**src/rtl/dq_pkg.sv**
```systemverilog
package dq_pkg;
  localparam int SOP_BIT = 31;
  localparam int EOP_BIT = 30;
  localparam int OWN_BIT = 29;
  localparam int EOQ_BIT = 28;
  localparam int LEN_W   = 11;

  // word offsets inside one descriptor
  localparam logic [1:0] W_NEXT = 2'd0;
  localparam logic [1:0] W_BUF  = 2'd1;
  localparam logic [1:0] W_MODE = 2'd3;

  localparam logic [2:0] REG_CTRL = 3'd0;
  localparam logic [2:0] REG_SRST = 3'd1;
  localparam logic [2:0] REG_HEAD = 3'd2;
  localparam logic [2:0] REG_CPL  = 3'd3;
  localparam logic [2:0] REG_FREE = 3'd4;

  typedef struct packed {
    logic       capMode;   // latch status word from RAM
    logic       capBuf;    // latch buffer address
    logic       capNext;   // latch next pointer
    logic       takeNext;  // head <= next pointer
    logic       dropHead;  // head <= 0 (unowned descriptor)
    logic       useFree;   // consume one free buffer
    logic [1:0] wordSel;   // descriptor word for RAM access
  } ctlStrobe_t;
endpackage

```
**src/rtl/dq_ctrl.sv**
```systemverilog
module dq_ctrl
  import dq_pkg::*;
#(
  parameter bit RX_MODE = 1'b1
) (
  input  logic       clk,
  input  logic       rstN,
  input  logic       srst,
  input  logic       enable,
  input  logic       headNz,
  input  logic       nextNz,
  input  logic       freeNz,
  input  logic       ownIn,
  input  logic       mvReady,
  input  logic       mvDone,
  output ctlStrobe_t stb,
  output logic       descRd,
  output logic       descWr,
  output logic       mvValid,
  output logic       busy
);
  typedef enum logic [2:0] {
    S_IDLE, S_FETCH, S_LMODE, S_LBUF, S_LNEXT, S_XFER, S_WAIT, S_WBACK
  } state_e;

  state_e state, stateNxt;
  logic   offerOk;

  generate
    if (RX_MODE) begin : g_rxGate
      assign offerOk = freeNz;
    end else begin : g_txGate
      assign offerOk = 1'b1;
    end
  endgenerate

  always_ff @(posedge clk or negedge rstN) begin
    if (!rstN)     state <= S_IDLE;
    else if (srst) state <= S_IDLE;
    else           state <= stateNxt;
  end

  always_comb begin
    stateNxt = state;
    stb      = '0;
    descRd   = 1'b0;
    descWr   = 1'b0;
    mvValid  = 1'b0;
    unique case (state)
      S_IDLE:  if (headNz && enable) stateNxt = S_FETCH;
      S_FETCH: begin
        descRd      = 1'b1;
        stb.wordSel = W_MODE;
        stateNxt    = S_LMODE;
      end
      S_LMODE: begin
        stb.capMode = 1'b1;
        if (ownIn) begin
          descRd      = 1'b1;
          stb.wordSel = W_BUF;
          stateNxt    = S_LBUF;
        end else begin
          stb.dropHead = 1'b1;
          stateNxt     = S_IDLE;
        end
      end
      S_LBUF: begin
        stb.capBuf  = 1'b1;
        descRd      = 1'b1;
        stb.wordSel = W_NEXT;
        stateNxt    = S_LNEXT;
      end
      S_LNEXT: begin
        stb.capNext = 1'b1;
        stateNxt    = S_XFER;
      end
      S_XFER: begin
        mvValid = offerOk;
        if (offerOk && mvReady) stateNxt = S_WAIT;
      end
      S_WAIT:  if (mvDone) stateNxt = S_WBACK;
      S_WBACK: begin
        descWr       = 1'b1;
        stb.wordSel  = W_MODE;
        stb.takeNext = 1'b1;
        stb.useFree  = RX_MODE;
        stateNxt     = (nextNz && enable) ? S_FETCH : S_IDLE;
      end
      default: stateNxt = S_IDLE;
    endcase
  end

  assign busy = (state != S_IDLE);
endmodule

```
**src/rtl/dq_datapath.sv**
```systemverilog
module dq_datapath
  import dq_pkg::*;
#(
  parameter int AW     = 8,
  parameter int FREE_W = 16
) (
  input  logic              clk,
  input  logic              rstN,
  input  logic              regWr,
  input  logic [2:0]        regAddr,
  input  logic [31:0]       regWdata,
  output logic [31:0]       regRdata,
  input  ctlStrobe_t        stb,
  input  logic              busy,
  input  logic [31:0]       descRdata,
  output logic [AW-1:0]     descAddr,
  output logic [31:0]       descWdata,
  output logic [31:0]       mvAddr,
  output logic [LEN_W-1:0]  mvLen,
  output logic              mvSop,
  output logic              mvEop,
  output logic              srstBit,
  output logic              ctrlEn,
  output logic [31:0]       headPtr,
  output logic [FREE_W-1:0] freeCnt,
  output logic              nextNz
);
  logic [31:0] cplPtr, modeReg, bufReg, nextReg;
  logic        wrCtrl, wrSrst, wrHead, wrCpl, wrFree;
  logic [FREE_W-1:0] freeAdd;

  assign wrCtrl = regWr && (regAddr == REG_CTRL);
  assign wrSrst = regWr && (regAddr == REG_SRST);
  assign wrHead = regWr && (regAddr == REG_HEAD) && !busy && !srstBit;
  assign wrCpl  = regWr && (regAddr == REG_CPL);
  assign wrFree = regWr && (regAddr == REG_FREE);
  assign freeAdd = wrFree ? regWdata[FREE_W-1:0] : '0;

  always_ff @(posedge clk or negedge rstN) begin
    if (!rstN) begin
      ctrlEn  <= 1'b0;
      srstBit <= 1'b0;
    end else begin
      if (wrCtrl) ctrlEn <= regWdata[0];
      srstBit <= wrSrst && regWdata[0] && !srstBit;
    end
  end

  always_ff @(posedge clk or negedge rstN) begin
    if (!rstN) begin
      headPtr <= '0;
      cplPtr  <= '0;
      freeCnt <= '0;
    end else if (srstBit) begin
      headPtr <= '0;
      cplPtr  <= '0;
      freeCnt <= '0;
    end else begin
      if (stb.dropHead)      headPtr <= '0;
      else if (stb.takeNext) headPtr <= nextReg;
      else if (wrHead)       headPtr <= regWdata;
      if (wrCpl) cplPtr <= regWdata;
      freeCnt <= freeCnt + freeAdd - FREE_W'(stb.useFree);
    end
  end

  always_ff @(posedge clk or negedge rstN) begin
    if (!rstN) begin
      modeReg <= '0;
      bufReg  <= '0;
      nextReg <= '0;
    end else begin
      if (stb.capMode) modeReg <= descRdata;
      if (stb.capBuf)  bufReg  <= descRdata;
      if (stb.capNext) nextReg <= descRdata;
    end
  end

  assign nextNz   = (nextReg != '0);
  assign descAddr = headPtr[AW-1:0] + AW'(stb.wordSel);

  always_comb begin
    descWdata          = modeReg;
    descWdata[OWN_BIT] = 1'b0;
    descWdata[EOQ_BIT] = !nextNz;
  end

  assign mvAddr = bufReg;
  assign mvLen  = modeReg[LEN_W-1:0];
  assign mvSop  = modeReg[SOP_BIT];
  assign mvEop  = modeReg[EOP_BIT];

  always_comb begin
    unique case (regAddr)
      REG_CTRL: regRdata = {31'b0, ctrlEn};
      REG_SRST: regRdata = {31'b0, srstBit};
      REG_HEAD: regRdata = headPtr;
      REG_CPL:  regRdata = cplPtr;
      REG_FREE: regRdata = 32'(freeCnt);
      default:  regRdata = '0;
    endcase
  end
endmodule

```
**src/rtl/dq_engine.sv**
```systemverilog
module dq_engine
  import dq_pkg::*;
#(
  parameter int AW      = 8,
  parameter int FREE_W  = 16,
  parameter bit RX_MODE = 1'b1
) (
  input  logic             clk,
  input  logic             rstN,
  input  logic             regWr,
  input  logic [2:0]       regAddr,
  input  logic [31:0]      regWdata,
  output logic [31:0]      regRdata,
  output logic             descRd,
  output logic             descWr,
  output logic [AW-1:0]    descAddr,
  output logic [31:0]      descWdata,
  input  logic [31:0]      descRdata,
  output logic             mvValid,
  input  logic             mvReady,
  output logic [31:0]      mvAddr,
  output logic [LEN_W-1:0] mvLen,
  output logic             mvSop,
  output logic             mvEop,
  input  logic             mvDone
);
  ctlStrobe_t        stb;
  logic              busy, srstBit, ctrlEn, nextNz;
  logic [31:0]       headPtr;
  logic [FREE_W-1:0] freeCnt;

  dq_ctrl #(.RX_MODE(RX_MODE)) uCtrl (
    .clk(clk), .rstN(rstN), .srst(srstBit), .enable(ctrlEn),
    .headNz(headPtr != '0), .nextNz(nextNz), .freeNz(freeCnt != '0),
    .ownIn(descRdata[OWN_BIT]), .mvReady(mvReady), .mvDone(mvDone),
    .stb(stb), .descRd(descRd), .descWr(descWr), .mvValid(mvValid),
    .busy(busy)
  );

  dq_datapath #(.AW(AW), .FREE_W(FREE_W)) uDp (
    .clk(clk), .rstN(rstN), .regWr(regWr), .regAddr(regAddr),
    .regWdata(regWdata), .regRdata(regRdata), .stb(stb), .busy(busy),
    .descRdata(descRdata), .descAddr(descAddr), .descWdata(descWdata),
    .mvAddr(mvAddr), .mvLen(mvLen), .mvSop(mvSop), .mvEop(mvEop),
    .srstBit(srstBit), .ctrlEn(ctrlEn), .headPtr(headPtr),
    .freeCnt(freeCnt), .nextNz(nextNz)
  );
endmodule

```
**config.mk**
```make
export PLATFORM = sky130hd
export DESIGN_NAME = dq_engine
export DESIGN_NICKNAME = d
export VERILOG_FILES = /design/src/rtl/dq_pkg.sv /design/src/rtl/dq_ctrl.sv /design/src/rtl/dq_datapath.sv /design/src/rtl/dq_engine.sv
export SDC_FILE = /design/constraint.sdc
export NUM_CORES = 1
export LEC_CHECK = 0
export BUFFER_PORTS_ARGS = -buffer_cell sky130_fd_sc_hd__buf_2
export CAP_MARGIN = 20
export CORE_MARGIN = 5
export CORE_UTILIZATION = 45
export CTS_BUF_LIST = sky130_fd_sc_hd__clkbuf_8
export CTS_CLUSTER_SIZE = 12
export DETAILED_ROUTE_END_ITERATION = 8
export GPL_ROUTABILITY_DRIVEN = 0
export PLACE_DENSITY = 0.76
export SYNTH_ARGS = -nofsm -noshare
export SYNTH_HDL_FRONTEND = slang
export SYNTH_HIERARCHICAL = 1
export SYNTH_SLANG_ARGS = --single-unit
```
**constraint.sdc**
```tcl
create_clock -name clk -period 3 [get_ports clk]
set_input_delay 0.6 -clock clk [delete_from_list [all_inputs] [get_ports clk]]
set_output_delay 0.6 -clock clk [all_outputs]
set_load 0.1 [all_outputs]
```
# After elaboration in Yosys (flattened, before gate mapping)

Cells that the tools add are included.

Reduce and logical (&&, ||, !) cells: 26
Equality and inequality tests: 14
Muxes and demuxes: 27
Add/subtract/negate cells: 3

Operator list:

| operator                                                               | count |
|---|---|
| 32-bit two-way mux                                                     | 6 |
| 32-bit case mux with 5 select lines                                    | 1 |
| 32-bit nonzero test                                                    | 2 |
| 16-bit two-way mux                                                     | 2 |
| 3-bit case mux with 8 select lines                                     | 1 |
| 16-bit adder                                                           | 1 |
| 16-bit nonzero test                                                    | 1 |
| 16-bit by 1-bit subtractor with 16-bit output                          | 1 |
| 3-bit equality test (second input constant)                            | 5 |
| 3-bit by 2-bit equality test with 1-bit output (second input constant) | 4 |
| 1-bit logical AND                                                      | 12 |
| 3-bit two-way mux                                                      | 4 |
| 1-bit two-way mux                                                      | 10 |
| 8-bit by 2-bit adder with 8-bit output                                 | 1 |
| 3-bit by 1-bit equality test with 1-bit output (second input constant) | 2 |
| 3-bit logical NOT                                                      | 2 |
| 3-bit by 1-bit != test with 1-bit output (second input constant)       | 2 |
| 2-bit case mux with 2 select lines                                     | 1 |
| 4-bit nonzero test                                                     | 1 |
| 2-bit OR reduction                                                     | 2 |
| 1-bit logical NOT                                                      | 3 |
| 3-bit by 2-bit != test with 1-bit output (second input constant)       | 1 |
| 3-bit AND reduction                                                    | 1 |
| 3-bit nonzero test                                                     | 1 |
| other kinds (3)                                                        | 3 |

Word-level logic and storage cells: 79
Register bits: 181
Output and inout bits: 120
Input bits: 72

# Logic depth before layout (Yosys ltp)

Gate-level depths: netlist of the first run.

Depth after elaboration: 8
Gate-level depth with buffers: 15
Mapped depth without buffers: 14

# Hierarchy

Netlist of the first run, hierarchy kept.

Modules (own cells, without submodules):

| module      | sequential area each (um2) | cells an instance | area each (um2) | instances |
|---|---|---|---|---|
| dq_datapath | 4,404.2                    | 773               | 8,838.5         | 1 |
| dq_ctrl     | 75.1                       | 36                | 300.3           | 1 |
| dq_engine   | 0.0                        | 16                | 106.4           | 1 |

# Worst setup path before layout of the first run

Ideal clock, no wire load.

Kind: reg2out
From: register uCtrl.state[2]
To: output descAddr[6]
Slack: -972 ps
Path buffers: 1
Cell stages (with the launch flop): 10
Required time: 2,400 ps
Data arrival time: 3,372 ps
Cells stage by stage: dfrtp_1 -> buf_4 -> nor3b_2 -> a21o_1 -> ha_1 -> inv_1 -> fa_1 -> nor2b_1 -> nand4_1 -> xnor2_1

RTL lines:

| element                | RTL line        | RTL |
|---|---|---|
| from (decl)            | dq_ctrl.sv:26   | `state_e state, stateNxt;` |
| from (signal assigned) | dq_ctrl.sv:40   | `else state <= stateNxt;` |
| to (decl)              | dq_engine.sv:16 | `output logic [AW-1:0] descAddr,` |

==> results of run 1 <==
placed cells by master (no fill, tap or decap), drive strengths merged, types with 9 or more instances in the layout:
| cell | synthesis | final |
|---|---|---|
| clkbuf | 25 | 21 |
| xnor2 | 10 | 10 |
| mux2i | 64 | 64 |
| dfrtp | 179 | 179 |
| o31ai | 32 | 32 |
| inv | 52 | 58 |
| o21ai | 21 | 21 |
| mux2 | 99 | 99 |
| nor2b | 9 | 9 |
| a22o | 31 | 31 |
| nor4 | 20 | 20 |
| a21oi | 16 | 16 |
| nand2 | 75 | 75 |
| ha | 32 | 32 |
| nor2 | 44 | 44 |
| buf | 38 | 250 |
path summary, 6_finish.rpt:
path	startpoint	end	slack, ns
worst max-delay path	uCtrl/state[2]	descAddr[6]	-0.21
worst min-delay path	rstN	uDp/mvAddr[30]	0.07
worst max register to register	uCtrl/state[0]	uDp/freeCnt[14]	0.15
worst min register to register	uDp/mvAddr[15]	uDp/mvAddr[15]	0.51
max in group asynchronous	rstN	uDp/freeCnt[14]	2.12
min in group clk	regWdata[22]	uDp/cplPtr[22]	0.37
sequential cells by signal, indices dropped and copies added, names as in the netlist, 3 cells and up:
signal	cells
uDp/cplPtr	32
uDp/headPtr	32
uDp/mvAddr	32
uDp/nextReg	32
uDp/modeReg	30
uDp/freeCnt	16
uCtrl/state	3
per-layer routing:
layer / vias up / routed length, um
met5: - / 21
met4: 4 / 671
met3: 44 / 1760
met2: 252 / 12400
met1: 3533 / 10500
li1: 3312 / -
logic make-up (layout without fill, tap and decap cells):
| family | count (synthesis) | after routing | synth area share (%) |
|---|---|---|---|
| buffers and inverters | 115 | 336 | 6.10 |
| other | 1 | 1 | 0.0406 |
| adder cells (fa/ha/maj) | 34 | 34 | 4.76 |
| multiplexers | 163 | 163 | 19.0 |
| AO/OA/AOI/OAI | 128 | 128 | 10.2 |
| flip-flops | 179 | 179 | 48.5 |
| AND/OR/NAND/NOR | 187 | 187 | 9.72 |
| XOR/XNOR | 18 | 18 | 1.71 |
final cells by class:
| cell class | count | area share (%) |
|---|---|---|
| Clock buffer | 19 | 2.16 |
| Tap cell | 270 | 2.80 |
| Multi-Input combinational cell | 531 | 38.2 |
| Inverter | 52 | 1.62 |
| Timing Repair Buffer | 252 | 17.1 |
| Sequential cell | 179 | 37.1 |
| Clock inverter | 13 | 1.04 |
metrics by stage:
stage | hold slack [ns] | cells | util (%)
2_1_floorplan | 0.304 | 825 | -
3_3_place_gp | 0.483 | 1275 | 57.2
3_5_place_dp | 0.490 | 1275 | 57.2
4_1_cts | 0.0779 | 1315 | 59.5
5_1_grt | 0.0892 | 1316 | 59.7
6_report | 0.0690 | 1316 | 59.7
worst reg2reg max path, delay by kind of cell (launching register included):
| kind | cells | cell delay [ns] |
|---|---|---|
| flip-flops | 1 | 0.46 |
| buffers and inverters | 3 | 0.26 |
| multiplexers | 1 | 0.34 |
| adder cells (fa/ha/maj) | 3 | 0.68 |
| AO/OA/AOI/OAI | 3 | 0.50 |
| AND/OR/NAND/NOR | 3 | 0.48 |
timing repair:
action	in CTS	in global routing
setup buffers	8	1
endpoints found under the setup margin	8	9
resized for setup	13	5
pin swaps	4	4
==> reports/qor_table.md, run 1 <==
| Parameter | Value |
| --- | --- |
| Final Setup Violations | 6 |
| Post-Syn Area per Cell | 11.2 um2 |
| Filler cells | 1641 |
| Endpoint type of the worst setup path | primary output |
| Startpoint class of the critical path | flop |
| Final Instance Area | 12100 um2 |
| Number of vias per cell | 5.43 |
| Total clock sinks | 179 |
| Row cnt | 52 |
| GR Layer Usage met1 | 28.2% |
| Total GRT Usage | 21.6% |
| Leading area contributor after synthesis | sky130_fd_sc_hd__dfrtp_1 |
| Max-slew violations | 0 |
| Arrival @ worst endpoint | 2.61 ns |
| Clock tree from TritonCTS | built |
| Nets | 1139 |
| Worst Setup Path Type | reg2out |
| Width of the die | 153 um |
| Worst path buffer plus inverter count | 2 |
| Routing usage on met3 | 5.60% |
| Antenna diode count | 0 |
| Sequence of cells on the critical path | xor2_1 -> nor2_2 -> a21o_1 -> ha_2 -> inv_2 -> fa_2 -> nor2b_2 -> nand4_1 -> xnor2_2 -> buf_12 |
| Max-slew headroom | 54.0% |
| Highest net fanout along the worst path | 4 |
| Cell with the most instances after synthesis | sky130_fd_sc_hd__dfrtp_1 |
| Later-pin clock latency in the skew report | 0.46 ns |
| Via total after detailed routing | 7145 |
| Setup Slack @ Placement | -0.339 ns |
| Async set or reset register ratio after synthesis | 100% |
| Status | finished, violations left |
| Met2 track demand over resource | 35.1% |
| Root Driver | sky130_fd_sc_hd__clkbuf_8 |
| Top cell types by occurrence after synthesis | sky130_fd_sc_hd__dfrtp_1 (179), sky130_fd_sc_hd__mux2_2 (98), sky130_fd_sc_hd__nand2_1 (75) |
| Maximum number of pins on one net before global-route repair | 66 |
| Critical Path RT | 2.40 ns |
| Area added between synthesis and finish | 30.7% |
| Period utilisation layout | 107% |
| Count of TritonRoute iterations in the first routing pass | 5 |
| Wire length of the first global-routing pass | 40500 um |
| Drt initial violations | 452 |
| Number of synthesized register bits | 179 |
| Post-synthesis sequential area ratio | 48.5% |
| Antenna violations before repair | 2 |
| Area share of the largest cell type after synthesis | 48.5% |
| Accumulated negative setup slack | -0.884 ns |
| Worst slew pin tran | 0.689 ns |
| Number of H-tree levels | 4 |
| Most used routing layer | met2 |
| Period minus WS final | 3.21 ns |
| Number of nets produced by synthesis | 931 |
| I/O pin total | 192 |
| Tightest Hold Check Type | in2async |
| Remaining global-route overflow | 0 |
| Number of endpoints with negative hold slack in the final report | 0 |
| Top cells by area, synth | sky130_fd_sc_hd__dfrtp_1 (48%), sky130_fd_sc_hd__mux2_2 (12%), sky130_fd_sc_hd__mux2i_1 (6.9%), sky130_fd_sc_hd__ha_1 (4.3%), sky130_fd_sc_hd__nand2_1 (3.0%) |
| Detailed Route WL | 25400 um |
| Remaining number of nets flagged by the antenna check after routing | 0 |
| Min setup slack post-route | -0.215 ns |
| Maximum clock insertion buffer count | 2 |
| Number of buffers added to fix hold violations after cts | 0 |
| Area of all sequential standard cells | 4480 um2 |
| RSZ-0062 raised after global routing | yes |
| Worst-path cell with the longest stage delay | sky130_fd_sc_hd__dfrtp_2 |
| Post-Place Cell Area | 11600 um2 |
| CTS clock-pin slew for the worst setup and hold paths | 0.10 ns |
| Largest incremental delay on the critical path | 0.45 ns |
| Combined area of all synthesized cells | 9250 um2 |
| Starting utilization of the core area | 45.7% |
| HPWL Detailed | 18500 um |
| Worst clock skew on the final layout | 0.0118 ns |
| TritonCTS Buffers | 17 |
| Std-Cell Core Area | 20200 um2 |
| Violated checks | negative setup slack |
| CP delay by family, top | adder cells |
| Worst-case reg-to-reg path depth | 13 |
| Number of distinct library cells after synthesis | 56 |
| Residual DRC | 0 |
| Area of the die | 23500 um2 |
| Count of input and output buffers | 190 |
| Number of enable flip-flop cells after synthesis | 0 |
| Count of warnings emitted by yosys | 6 |
| Cells after synthesis | 825 |
| Max capacitance violation total | 0 |
| Routed length per instance | 19.3 um |
| Vias in the first global route | 7360 |
| Area used by multi-input combinational logic | 4610 um2 |
| Main synth FF type | sky130_fd_sc_hd__dfrtp_1 |
| Floorplan die height | 153 um |
| Top achievable clock speed | 0.311 GHz |
| Fraction of layout cells with a size suffix above 1 | 44.6% |
| Cell depth of the worst setup path | 10 |
Power of run 1 is not shown: default switching activity piles up to over one toggle a cycle in this logic, so the estimate is an artifact.
==> run 2: changes to the inputs <==
MAX_ROUTING_LAYER = met4   (was unset)
PLACE_DENSITY = 0.74   (was 0.76)
clock period = 3.2 ns   (was 3 ns; I/O delays follow)
==> reports/qor_table.md, run 2 (same netlist as run 1, synthesis figures left out) <==
| Parameter | Value | Delta |
| --- | --- | --- |
| Nets | 1137 | was 1139 |
| Arrival @ worst endpoint | 2.69 ns | was 2.61 ns |
| Maximum number of pins on one net before global-route repair | 65 | was 66 |
| Most frequent cells in the layout | sky130_fd_sc_hd__dfrtp_1 (176), sky130_fd_sc_hd__buf_2 (156), sky130_fd_sc_hd__mux2_2 (98) | was sky130_fd_sc_hd__dfrtp_1 (176), sky130_fd_sc_hd__buf_2 (148), sky130_fd_sc_hd__mux2_2 (98) |
| Min setup slack post-route | -0.133 ns | was -0.215 ns |
| Count of input and output buffers | 190 | unchanged |
| Top achievable clock speed | 0.300 GHz |  |
| Count of TritonRoute iterations in the first routing pass | 5 | unchanged |
| Filler cells | 1692 | was 1641 |
| Remaining global-route overflow | 0 | unchanged |
| Total clock sinks | 179 | unchanged |
| Area used by multi-input combinational logic | 4370 um2 | was 4610 um2 |
| Routed length per instance | 18.8 um | was 19.3 um |
| Status | finished, violations left | unchanged |
| Violated checks | negative setup slack | unchanged |
| Root Driver | sky130_fd_sc_hd__clkbuf_8 | unchanged |
| Leading cell type in the layout, fill and taps excluded | sky130_fd_sc_hd__dfrtp_1 | unchanged |
| Row cnt | 52 | unchanged |
| Final Setup Violations | 2 | was 6 |
| Worst setup slack for register-to-register paths | 0.26 ns | was 0.15 ns |
| Number of H-tree levels | 4 | unchanged |
| Area added between synthesis and finish | 27.2% | was 30.7% |
| Total GRT Usage | 21.6% | about the same |
| Area of all sequential standard cells | 4480 um2 | unchanged |
| Worst-case reg-to-reg path depth | 12 | was 13 |
| Number of endpoints with negative hold slack in the final report | 0 | unchanged |
| Reg-to-reg endpoint | uDp/freeCnt[12] | was uDp/freeCnt[14] |
| Clock tree from TritonCTS | built | unchanged |
| Max-slew headroom | 56.3% | was 54.0% |
| Max capacitance violation total | 0 | unchanged |
| Drt initial violations | 456 | was 452 |
| Maximum clock insertion buffer count | 2 | unchanged |
| Worst slew pin tran | 0.655 ns | was 0.689 ns |
| Std-Cell Core Area | 20200 um2 | unchanged |
| CTS clock-pin slew for the worst setup and hold paths | 0.10 ns | about the same |
| Startpoint class of the critical path | flop | unchanged |
| Setup Slack @ Placement | -0.237 ns | was -0.339 ns |
| Number of buffers added to fix hold violations after cts | 0 | unchanged |
| Worst Setup Path Type | reg2out | unchanged |
| Antenna violations before repair | 4 | was 2 |
| Reg-to-reg startpoint | uCtrl/state[0] | unchanged |
| Fraction of layout cells with a size suffix above 1 | 39.8% | was 44.6% |
| Critical Path RT | 2.56 ns | was 2.40 ns |
| Width of the die | 153 um | unchanged |
| Accumulated negative setup slack | -0.245 ns | was -0.884 ns |
| Detailed Route WL | 24800 um | was 25400 um |
| Max-slew violations | 0 | unchanged |
| Utilization after layout | 58.1% | was 59.7% |
| I/O pin total | 192 | unchanged |
| Tightest Hold Check Type | in2async | unchanged |
| Later-pin clock latency in the skew report | 0.46 ns | about the same |
| RSZ-0062 raised after global routing | yes | unchanged |
| Wire length of the first global-routing pass | 39900 um | was 40500 um |
| Remaining number of nets flagged by the antenna check after routing | 0 | unchanged |
| Highest net fanout along the worst path | 5 | was 4 |
| Via total after detailed routing | 7142 | was 7145 |
| Starting utilization of the core area | 45.7% | unchanged |
| Floorplan die height | 153 um | unchanged |
| Period minus WS final | 3.33 ns |  |
| Worst clock skew on the final layout | 0.0157 ns | was 0.0118 ns |
| Endpoint type of the worst setup path | primary output | unchanged |
| Setup crit end | descAddr[6] | unchanged |
| Vias in the first global route | 7370 | was 7360 |
| Residual DRC | 0 | unchanged |
| TritonCTS Buffers | 17 | unchanged |
| Number of vias per cell | 5.42 | was 5.43 |
| Start point of the critical path | uCtrl/state[2] | unchanged |
| Area of the die | 23500 um2 | unchanged |
| Period utilisation layout | 104% |  |
| HPWL Detailed | 18300 um | was 18500 um |
==> run 2: timing repair <==
item	4_1_cts	5_1_grt
pin swaps	3	7
resized for setup	6	8
buffers inserted	3	2
setup endpoints to repair	5	4
hold endpoints to repair	0	0
==> run 2: final cells by class <==
cell class / count / area share, %
inverters: 52 / 1.66
well taps: 270 / 2.87
clock buffers: 21 / 2.46
clock inverters: 11 / 1.16
flip-flops and latches: 179 / 38.1
diodes: 4 / 0.0851
repair buffers: 250 / 16.5
multi-input cells: 531 / 37.1
==> run 2: critical path, stage by stage, from the launching register on <==
cell and delay, ns:
sky130_fd_sc_hd__dfrtp_2 0.47, sky130_fd_sc_hd__xor2_2 0.18, sky130_fd_sc_hd__nor2_2 0.12, sky130_fd_sc_hd__a21o_1 0.12, sky130_fd_sc_hd__ha_2 0.20, sky130_fd_sc_hd__inv_2 0.05
sky130_fd_sc_hd__fa_2 0.41, sky130_fd_sc_hd__nor2b_4 0.13, sky130_fd_sc_hd__nand4_1 0.14, sky130_fd_sc_hd__xnor2_2 0.22, sky130_fd_sc_hd__buf_12 0.20
==> run 2: per-stage QoR <==
step,instances,instance area (um2),hold WS (ns)
floorplan,825,9360,0.344
global placement,1277,11200,0.484
detailed placement,1277,11200,0.489
CTS,1312,11700,0.128
global route,1318,11800,0.146
finish,1318,11800,0.127
==> run 2: how the worst min path moves through the flow <==
stage	cells past startpoint	end
2_1_floorplan	0	uCtrl/state[0]
3_3_place_gp	1	uDp/modeReg[15]
3_5_place_dp	1	uDp/modeReg[15]
4_1_cts	1	uDp/mvAddr[28]
5_1_grt	1	uDp/modeReg[27]
6_report	1	uDp/mvAddr[27]
==> run 2: metal layers <==
layer	vias up	track usage [%]	part of all wire [%]
li1	3313	-	-
met1	3527	27.9	43
met2	257	34.1	48
met3	45	4.16	6.0
met4	0	8.07	2.9
met5	-	-	0
Power of run 2 is left out for the same reason.
